File: src/rtl/pcs_pkg.sv
package pcs_pkg;
    localparam int ADDR_W  = 14;
    localparam int DEPTH   = 8;
    localparam int SP_W    = $clog2(DEPTH);
    localparam int NFLAG   = 4;
    localparam int SEL_W   = $clog2(NFLAG);
    localparam int VEC_W   = 3;
    localparam int VEC_SH  = 3;

    typedef logic [ADDR_W-1:0] addr_t;
    typedef logic [SP_W-1:0]   sp_t;

    typedef enum logic [2:0] {
        CMD_HOLD = 3'd0,
        CMD_STEP = 3'd1,
        CMD_JUMP = 3'd2,
        CMD_CALL = 3'd3,
        CMD_RET  = 3'd4,
        CMD_RST  = 3'd5
    } cmd_e;

    // Stack update requested for one cycle
    typedef struct packed {
        logic  wr_cur;   // write entry at sp
        addr_t cur_val;
        logic  wr_nxt;   // write entry at sp+1
        addr_t nxt_val;
        logic  push;     // sp + 1
        logic  pop;      // sp - 1
        logic  taken;
    } upd_t;

    function automatic addr_t vec_addr(logic [VEC_W-1:0] n);
        return addr_t'({n, {VEC_SH{1'b0}}});
    endfunction
endpackage

File: src/rtl/pcs_cond.sv
module pcs_cond
    import pcs_pkg::*;
(
    input  logic             cond_en,
    input  logic [SEL_W-1:0] cond_sel,
    input  logic             cond_pol,
    input  logic [NFLAG-1:0] flags,
    output logic             go
);
    logic flag_hit;

    always_comb begin
        flag_hit = flags[cond_sel];
        go = cond_en ? (cond_pol ? flag_hit : ~flag_hit) : 1'b1;
    end
endmodule

File: src/rtl/pcs_next.sv
module pcs_next
    import pcs_pkg::*;
(
    input  cmd_e         cmd,
    input  logic         go,
    input  addr_t        pc,
    input  addr_t        target,
    input  logic [VEC_W-1:0] rst_num,
    output upd_t         upd
);
    addr_t pc_inc;

    always_comb begin
        pc_inc = pc + addr_t'(1);
        upd = '0;
        unique case (cmd)
            CMD_STEP: begin
                upd.wr_cur  = 1'b1;
                upd.cur_val = pc_inc;
            end
            CMD_JUMP: begin
                upd.wr_cur  = 1'b1;
                upd.cur_val = go ? target : pc_inc;
                upd.taken   = go;
            end
            CMD_CALL: begin
                upd.wr_cur  = 1'b1;
                upd.cur_val = pc_inc;
                upd.wr_nxt  = go;
                upd.nxt_val = target;
                upd.push    = go;
                upd.taken   = go;
            end
            CMD_RET: begin
                upd.wr_cur  = ~go;
                upd.cur_val = pc_inc;
                upd.pop     = go;
                upd.taken   = go;
            end
            CMD_RST: begin
                upd.wr_cur  = 1'b1;
                upd.cur_val = pc_inc;
                upd.wr_nxt  = 1'b1;
                upd.nxt_val = vec_addr(rst_num);
                upd.push    = 1'b1;
                upd.taken   = 1'b1;
            end
            default: upd = '0;
        endcase
    end
endmodule

File: src/rtl/pcs_stack.sv
module pcs_stack
    import pcs_pkg::*;
(
    input  logic  clk,
    input  logic  rst,
    input  upd_t  upd,
    output addr_t top
);
    addr_t ent [DEPTH];
    sp_t   sp;
    sp_t   sp_up;

    assign sp_up = sp + sp_t'(1);
    assign top   = ent[sp];

    always_ff @(posedge clk) begin
        if (rst) begin
            sp <= '0;
            for (int i = 0; i < DEPTH; i++) ent[i] <= '0;
        end else begin
            if (upd.push)     sp <= sp_up;
            else if (upd.pop) sp <= sp - sp_t'(1);
            for (int i = 0; i < DEPTH; i++) begin
                if (upd.wr_cur && sp == sp_t'(i))
                    ent[i] <= upd.cur_val;
                else if (upd.wr_nxt && sp_up == sp_t'(i))
                    ent[i] <= upd.nxt_val;
            end
        end
    end
endmodule

File: src/rtl/pcs_top.sv
module pcs_top
    import pcs_pkg::*;
(
    input  logic        clk,
    input  logic        rst,
    input  logic [2:0]  cmd,
    input  logic        cond_en,
    input  logic [1:0]  cond_sel,
    input  logic        cond_pol,
    input  logic [3:0]  flags,
    input  logic [13:0] target,
    input  logic [2:0]  rst_num,
    output logic [13:0] pc,
    output logic        taken
);
    logic  go;
    upd_t  upd;
    addr_t top;

    pcs_cond u_cond (
        .cond_en (cond_en),
        .cond_sel(cond_sel),
        .cond_pol(cond_pol),
        .flags   (flags),
        .go      (go)
    );

    pcs_next u_next (
        .cmd    (cmd_e'(cmd)),
        .go     (go),
        .pc     (top),
        .target (target),
        .rst_num(rst_num),
        .upd    (upd)
    );

    pcs_stack u_stack (
        .clk(clk),
        .rst(rst),
        .upd(upd),
        .top(top)
    );

    always_ff @(posedge clk) begin
        if (rst) taken <= 1'b0;
        else     taken <= upd.taken;
    end

    assign pc = top;
endmodule

File: config.mk
export PLATFORM = sky130hd
export DESIGN_NAME = pcs_top
export DESIGN_NICKNAME = d
export VERILOG_FILES = /design/src/rtl/pcs_pkg.sv /design/src/rtl/pcs_cond.sv /design/src/rtl/pcs_next.sv /design/src/rtl/pcs_stack.sv /design/src/rtl/pcs_top.sv
export SDC_FILE = /design/constraint.sdc
export NUM_CORES = 1
export LEC_CHECK = 0
export BUFFER_PORTS_ARGS = -buffer_cell sky130_fd_sc_hd__buf_4
export CAP_MARGIN = 20
export CORE_MARGIN = 4
export CORE_UTILIZATION = 45
export CTS_BUF_LIST = sky130_fd_sc_hd__clkbuf_4 sky130_fd_sc_hd__clkbuf_8
export DETAILED_ROUTE_END_ITERATION = 7
export SLEW_MARGIN = 10
export SYNTH_ARGS = -nofsm -noshare
export SYNTH_HDL_FRONTEND = slang
export SYNTH_HIERARCHICAL = 1
export SYNTH_SLANG_ARGS = --single-unit
File: constraint.sdc
create_clock -name clk -period 5.3 [get_ports clk]
set_input_delay 0.53 -clock clk [delete_from_list [all_inputs] [get_ports clk]]
set_output_delay 0.53 -clock clk [all_outputs]
set_load 0.03 [all_outputs]
* Yosys cells after proc, flatten, opt, wreduce, memory -nomap -nowiden
Memories as Yosys holds them, arrays and structs flattened. A register that Yosys moved wholly into a read port is not among the register bits. Index checks and enable logic that the tools add are counted. W data, S select, Z words.
Word-level totals: register bits 4, memory bits (writable) 112, output and inout port bits 15, memories 1
Operators by class: add/subtract/negate cells 3, $lt $le $gt $ge 1, equal/unequal tests 19, mux-type cells 87, bitwise gates (word level) 18, reduce and logical (&&, ||, !) cells 21
Memories:
- u_stack.ent | depth 8, bits a word 14, rd ports 1, clocked after Yosys merged registers in 1, write ports 8, RTL line pcs_stack.sv:9 | addr_t ent [DEPTH];
Operator list (count):
- $mux W14 | 17
- $mux W1 | 62
- $pmux W15 S3 | 1
- $pmux W16 S2 | 1
- $eq A3 B3 Y1 const B | 10
- $eq A3 B2 Y1 const B | 6
- $logic_and A1 B1 Y1 | 16
- $or A1 B1 Y1 | 16
- $add A14 B1 Y14 const B | 1
- $mux W3 | 4
- $eq A3 B1 Y1 const B | 3
- $logic_not A3 Y1 | 2
- $reduce_or A3 Y1 | 2
- $add A3 B1 Y3 const B | 1
- $lt A2 B3 Y1 const B | 1
- $sub A3 B1 Y3 const B | 1
- $bmux W1 S2 | 1
- $not A1 Y1 | 2
- $pmux W1 S2 | 1
- $reduce_bool A2 Y1 | 1

* Depth between registers and ports, before layout
Gate-level depths: netlist of run 1.
word-level depth 13, depth in mapped cells 12, gate-level depth less buffers 10

* Hierarchy
Netlist of run 1, hierarchy kept.
By module, submodules not included:
- pcs_stack | times used 1, cells an instance 546, area an instance 6378.6 um2, seq. area each 3483.3 um2
- pcs_next | times used 1, cells an instance 106, area an instance 666.9 um2, seq. area each 0.0 um2
- pcs_cond | times used 1, cells an instance 3, area an instance 35.0 um2, seq. area each 0.0 um2
- pcs_top | times used 1, cells an instance 2, area an instance 33.8 um2, seq. area each 20.0 um2

* Least setup slack after synthesis of run 1
Ideal clock, no wire load.
kind input to register, start input port cond_sel[0], end memory u_stack/ent[7][0] (netlist bit) (enable), data arrival time 3.213 ns, data required time 4.896 ns, path slack 1.682 ns, stages on the path 9, path through mux4_2 xor2_1 nand2_1 nand2_1 a21oi_1 buf_4 nand2_1 clkbuf_1 o21ai_0
RTL lines:
- from (decl) | RTL line pcs_top.sv:8 | input logic [1:0] cond_sel,
- to (decl) | RTL line pcs_stack.sv:9

==> results.py, run 1 <==
metrics = {
    "place": {
        "port_buffers": 44,
        "dp.cells": 876,
        "placedInstanceArea_um2": 7580,
        "place.gp.congestion": 1.01,
        "dp_hpwl_um": 15900,
    },
    "pwr": {
        "pwr_density_cell_nw_per_um2": 314,
        "power.leakage_uw": 0.00265,
        "vdd_drop_max_mv": 0.132,
        "power_uw": 2500,
    },
    "yosys": {
        "synth_top_area_share_pct": 47.3,
        "synth_edf_count": 112,
        "syn_inst": 657,
        "ys_types": 54,
        "netlist_area_um2": 7110,
        "ys.warnings.count": 6,
        "async_flop_share_pct": 0,
        "synth_nets": 694,
        "seq_area_frac_synth_pct": 49.2,
        "yosysTopAreaCell": "edfxtp_1",
        "synth.ff_latch_count": 119,
        "yosys-top-cells-area": "edfxtp_1, mux4_2, nand2_1",
        "syn-mean-instance-area_um2": 10.8,
        "yosys_most_used_dff": "edfxtp_1",
    },
    "finish": {
        "syn_to_final_growth_pct": 11.9,
        "fin_cells": 908,
        "num_antenna_cells": 0,
        "nets": 721,
        "final_area_um2": 7960,
        "layout-drive-gt1-share_pct": 21.5,
    },
    "sta": {
        "hold_viol": 0,
        "finalSetupViolations": 0,
        "worst_pin_slew_ns": 0.941,
        "final_max_slew_viol_count": 0,
        "final.setup.tns_ns": 0,
        "rsz0062_at_grt": "false",
        "fin_skew_ns": 0.0123,
        "hold_ws_ns": 0.460,
        "relSlewSlack_pct": 36.9,
        "finalCriticalPeriod_ns": 3.73,
        "fin_crit_sh_pct": 70.4,
        "fmax_ghz": 0.268,
    },
    "setup_path": {
        "critPathMaxStageDelay_ns": 0.88,
        "crit_arrival_ns": 4.04,
        "required_ns": 5.61,
        "critPathLaunchType": "register",
        "cp-end-kind": "register",
        "worstPathCellList": "buf_4 -> mux4_2 -> mux2_2 -> ha_1 -> nand4_1 -> xor2_1 -> o21ai_0 -> nor2b_1 -> o211ai_1 -> nand3_1",
        "cp_slowest_cell": "dfxtp_1",
        "critPathMaxFanout": 15,
        "crit_type": "register to register",
        "ff2ff_path_depth": 10,
    },
    "global_route": {
        "grt_pass1_wl_um": 33300,
        "grt_overflow_total": 0,
        "grt_pass1_vias": 5619,
        "grt_max_degree": 30,
        "antenna_found_initial": 0,
        "grtUsageTotal_pct": 24.6,
    },
    "detailed_routing": {
        "vias": 5860,
        "drt_wl_total_um": 21800,
        "ant_nets": 0,
        "initialDrtViolationCount": 689,
        "wl_per_cell_um": 24.0,
        "drc": 0,
        "drt_first_pass_iters": 7,
        "via_per_inst": 6.45,
    },
    "hold_path": {
        "hold_path_depth": 2,
        "hold_path.class": "primary input to register",
    },
    "clocking": {
        "cts_tree": "built",
        "ctsRootBufferMaster": "clkbuf_8",
        "cts_setup_buffers": 0,
        "clkSlewWorstSetupHoldPaths_ns": 0.08,
        "ctsHoldBuffers": 0,
        "numCtsBuffers": 17,
        "post_cts_resized": 0,
        "clock_sinks": 119,
        "clockBufferDepth": 2,
        "h-tree-depth": 4,
        "clock_latency_ns": 0.45,
    },
    "job": {
        "maxCapViolCount": 0,
    },
    "floorplanning": {
        "start_util_pct": 46.3,
        "rows": 45,
        "dieArea_um2": 17900,
        "die_w_um": 134,
        "io_pins": 45,
        "coreArea_um2": 15400,
        "fp.dieH_um": 134,
    },
    "status": {
        "status": "finished, final reports clean",
    },
}
routing by layer:
layer  global-route usage, %  vias up  wire (um)
met5                       0        -          0
met4                    8.29        0        619
met3                    4.91       53       1900
met2                    41.6      369      10900
met1                    31.8     2869       8350
li1                        -     2569          -
worst paths after layout:
check / startpoint / to / slack [ns]
min reg2reg: u_stack/sp[1] / u_stack/sp[1] / 0.66
max reg2reg: register / u_stack/ent[7][8] / 1.57
max: register / u_stack/ent[7][8] / 1.57
min: rst / taken / 0.46
cells in the mapped netlist (2+ instances only):
cell type  number
ha_1            7
and3_1         14
mux4_2         29
a2bb2oi_2       2
o21ai_1         3
xor2_1          9
a22oi_1         3
clkbuf_1       27
and4bb_1        3
nor2b_4         2
edfxtp_1      112
a32o_1         14
nand4_1        19
inv_1           8
o211ai_1       18
buf_4           4
dfxtp_1         7
mux2_2         14
buf_2          17
nand3b_1        4
nor3_1          2
nor4_2          2
a21oi_1         5
xnor2_1         5
o22ai_1        42
buf_6           2
nand3_1        30
nor2b_1        17
nand2_1       151
nand2b_1        2
o21ai_0        54
nor2_1          6
and2_0          2
where the power goes:
group          internal, uW  switching, uW
logic                   209            338
clock network           415            377
registers              1110           48.2
critical path, delay by kind of cell (launching register included):
family	cells	cell delay [ns]
flip-flops	1	0.88
multiplexers	2	0.69
buffers and inverters	1	0.32
XOR/XNOR	1	0.07
AO/OA/AOI/OAI	2	0.67
AND/OR/NAND/NOR	3	0.60
adder cells (fa/ha/maj)	1	0.34
sequential cells by signal (all words and copies together), names as in the netlist, named ones only:
signal,cells
u_stack/ent,112
u_stack/sp,3
taken,1
area by class of cell:
type	count	area (um2)
inverter	8	30.0
timing repair buffer	60	450
fill	1376	7410
sequential	119	3500
clock buffer	18	241
clock inverter	14	135
tap	211	264
multi-input combinational	478	3330
per-stage QoR:
stage | util (%) | setup WS, ns
floorplan | - | 1.68
global placement | 49.3 | 1.21
detailed placement | 49.3 | 1.20
CTS | 51.8 | 1.62
global route | 51.8 | 1.32
finish | 51.8 | 1.57
kinds of logic (layout without fill, tap and decap cells):
kind of cell	count (synthesis)	after routing	share of synthesized area [%]
multiplexers	43	43	11.4
adder cells (fa/ha/maj)	7	7	1.23
XOR/XNOR	16	16	2.18
AO/OA/AOI/OAI	149	149	13.6
flip-flops	119	119	49.2
AND/OR/NAND/NOR	263	263	18.4
buffers and inverters	60	100	3.90
placed cells by master (no fill, tap or decap), drive strengths merged, types with 6 or more instances in the layout:
cell type / synthesis / layout
mux4: 29 / 29
clkbuf: 28 / 18
nand4: 20 / 20
dfxtp: 7 / 7
nor2b: 19 / 19
xnor2: 6 / 6
buf: 24 / 60
and3: 15 / 15
mux2: 14 / 14
xor2: 10 / 10
nand2: 151 / 151
a32o: 14 / 14
o21ai: 58 / 58
nor2: 6 / 6
clkinv: 0 / 7
o211ai: 18 / 18
edfxtp: 112 / 112
inv: 8 / 8
o22ai: 42 / 42
nand3: 30 / 30
ha: 7 / 7
Note: power is estimated with default switching activity, not from simulation.
==> run 2: changes to the inputs <==
- clock period: 5.3 -> 3.1 ns (I/O delays scaled with it)
==> run 2 against run 1 <==
Worst hold slack got worse by 0.19 ns. Critical endpoint unchanged. Cell count rose by 4.1%. Die area did not move. Highest routed layer unchanged. Sequential cell count did not move. Count of clock-buffer cells in the layout fell by 1. Combinational power rose by 99%. Global-route usage rose by 4.3 points. Critical path type unchanged.
==> results.py, run 2 (synthesis gave the netlist of run 1 again) <==
metrics = {
    "status": {
        "status": "finished, final reports clean",
    },
    "detailed_routing": {
        "drt_first_pass_iters": 5,
        "drc": 0,
        "ant_nets": 0,
        "maxUsedRoutingLayer": "met4",
        "vias": 6229,
        "drt_wl_total_um": 25400,
        "wl_met3_um": 3600,
        "initialDrtViolationCount": 1128,
        "wirelength_met1_um": 9350,
        "wl_per_cell_um": 26.8,
        "via_per_inst": 6.59,
        "wl_met2_um": 11300,
    },
    "global_route": {
        "grt_pass1_vias": 6192,
        "grtUsageTotal_pct": 28.9,
        "grt_max_degree": 29,
        "antenna_found_initial": 0,
        "grt_pass1_wl_um": 37900,
        "grt_overflow_total": 0,
    },
    "finish": {
        "layout-drive-gt1-share_pct": 25.6,
        "num_antenna_cells": 0,
        "largestRegisters": "u_stack/ent x112, u_stack/sp x3, taken x1",
        "largest_reg_flops": 112,
        "final_area_um2": 8390,
        "regMostFlops": "u_stack/ent",
        "layout_common_cells": "nand2_1, edfxtp_1, buf_4",
        "fin_cells": 945,
        "nets": 758,
        "final_common_cell": "nand2_1",
        "syn_to_final_growth_pct": 18.0,
    },
    "job": {
        "maxCapViolCount": 0,
    },
    "setup_path": {
        "ff2ff_path_depth": 10,
        "crit_arrival_ns": 3.28,
        "critPathLaunchType": "register",
        "critPathMaxFanout": 8,
        "required_ns": 3.42,
        "timing.reg2reg.setup_slack_ns": 0.14,
        "crit_type": "register to register",
        "cp-end-kind": "register",
        "worstReg2RegEnd": "u_stack/ent[7][8]",
    },
    "sta": {
        "hold_viol": 0,
        "final.setup.tns_ns": 0,
        "finalSetupViolations": 0,
        "rsz0062_at_grt": "false",
        "fin_crit_sh_pct": 95.4,
        "fmax_ghz": 0.338,
        "hold_ws_ns": 0.272,
        "worst_pin_slew_ns": 0.995,
        "finalCriticalPeriod_ns": 2.96,
        "final_max_slew_viol_count": 0,
        "relSlewSlack_pct": 33.6,
        "fin_skew_ns": 0.0155,
    },
    "hold_path": {
        "min_to": "taken",
        "hold_path_depth": 2,
        "hold_path.class": "primary input to register",
        "hold_start": "rst",
    },
    "place": {
        "dp.cells": 913,
        "place.gp.congestion": 0.878,
        "placedInstanceArea_um2": 7950,
        "dp_hpwl_um": 15800,
        "port_buffers": 44,
    },
    "floorplanning": {
        "dieArea_um2": 17900,
        "coreArea_um2": 15400,
        "fp.dieH_um": 134,
        "io_pins": 45,
        "die_w_um": 134,
        "start_util_pct": 46.3,
        "rows": 45,
    },
    "pwr": {
        "power.leakage_uw": 0.00290,
        "switching_share_pct": 29.4,
        "p_switching_uw": 1360,
        "seqPwrFrac_pct": 41.9,
        "vdd_drop_max_mv": 0.249,
        "power.internal_uw": 3270,
        "combPwrFrac_pct": 23.5,
        "clkPwrFrac_pct": 34.6,
        "pwr_density_cell_nw_per_um2": 552,
        "power_uw": 4640,
    },
    "clocking": {
        "clock_sinks": 119,
        "clkSlewWorstSetupHoldPaths_ns": 0.08,
        "h-tree-depth": 4,
        "clockBufferDepth": 2,
        "numCtsBuffers": 17,
        "cts_tree": "built",
        "ctsRootBufferMaster": "clkbuf_8",
        "clock_latency_ns": 0.45,
    },
}
-- run 2: critical path, cell delays in order (launching register included) --
cell and delay (ns):
dfxtp_2 0.40, buf_12 0.16, mux4_2 0.50, mux2_2 0.34, ha_1 0.29, nand4_1 0.13, xor2_1 0.07, o21ai_0 0.42
nor2b_1 0.29, o211ai_1 0.13, nand3_1 0.09
-- run 2: worst max path at each step --
stage | endpoint
after floorplan | u_stack/ent[0][0]
after global placement | u_stack/ent[2][10]
after detailed placement | u_stack/ent[2][10]
after CTS | u_stack/ent[7][9]
after global routing | u_stack/ent[7][1]
final | u_stack/ent[7][8]
-- run 2: stage by stage --
step           util [%]  setup slack (ns)
5_1_grt            54.6           0.00527
3_5_place_dp       51.7           -0.0141
6_report           54.6             0.142
4_1_cts            54.6             0.114
2_1_floorplan         -          -0.00973
3_3_place_gp       51.6            0.0773
-- run 2: routing by layer --
layer	GRT usage, %	vias up
met5	0	-
met2	43.1	535
li1	-	2639
met3	8.99	88
met1	38.6	2967
met4	13.3	0
-- run 2: cell type report --
class | count | area (um2)
clock buffer | 17 | 234
clock inverter | 15 | 209
fill | 1356 | 6980
inverter | 8 | 30.0
multi-input combinational | 478 | 3360
sequential | 119 | 3500
tap | 211 | 264
timing repair buffer | 97 | 791
-- run 2: power groups by stage --
stage	registers, uW	logic (uW)	clock network [uW]
finish	1940	1090	1610
global route	1950	1150	1690
CTS	1950	1070	1610
detailed placement	1980	1070	0
global placement	1970	1050	0
floorplan	1960	656	0
-- run 2: repair_timing --
action	CTS	global route
hold buffers	0	0
resized for setup	0	3
setup buffers	0	0
endpoints found under the setup margin	0	4
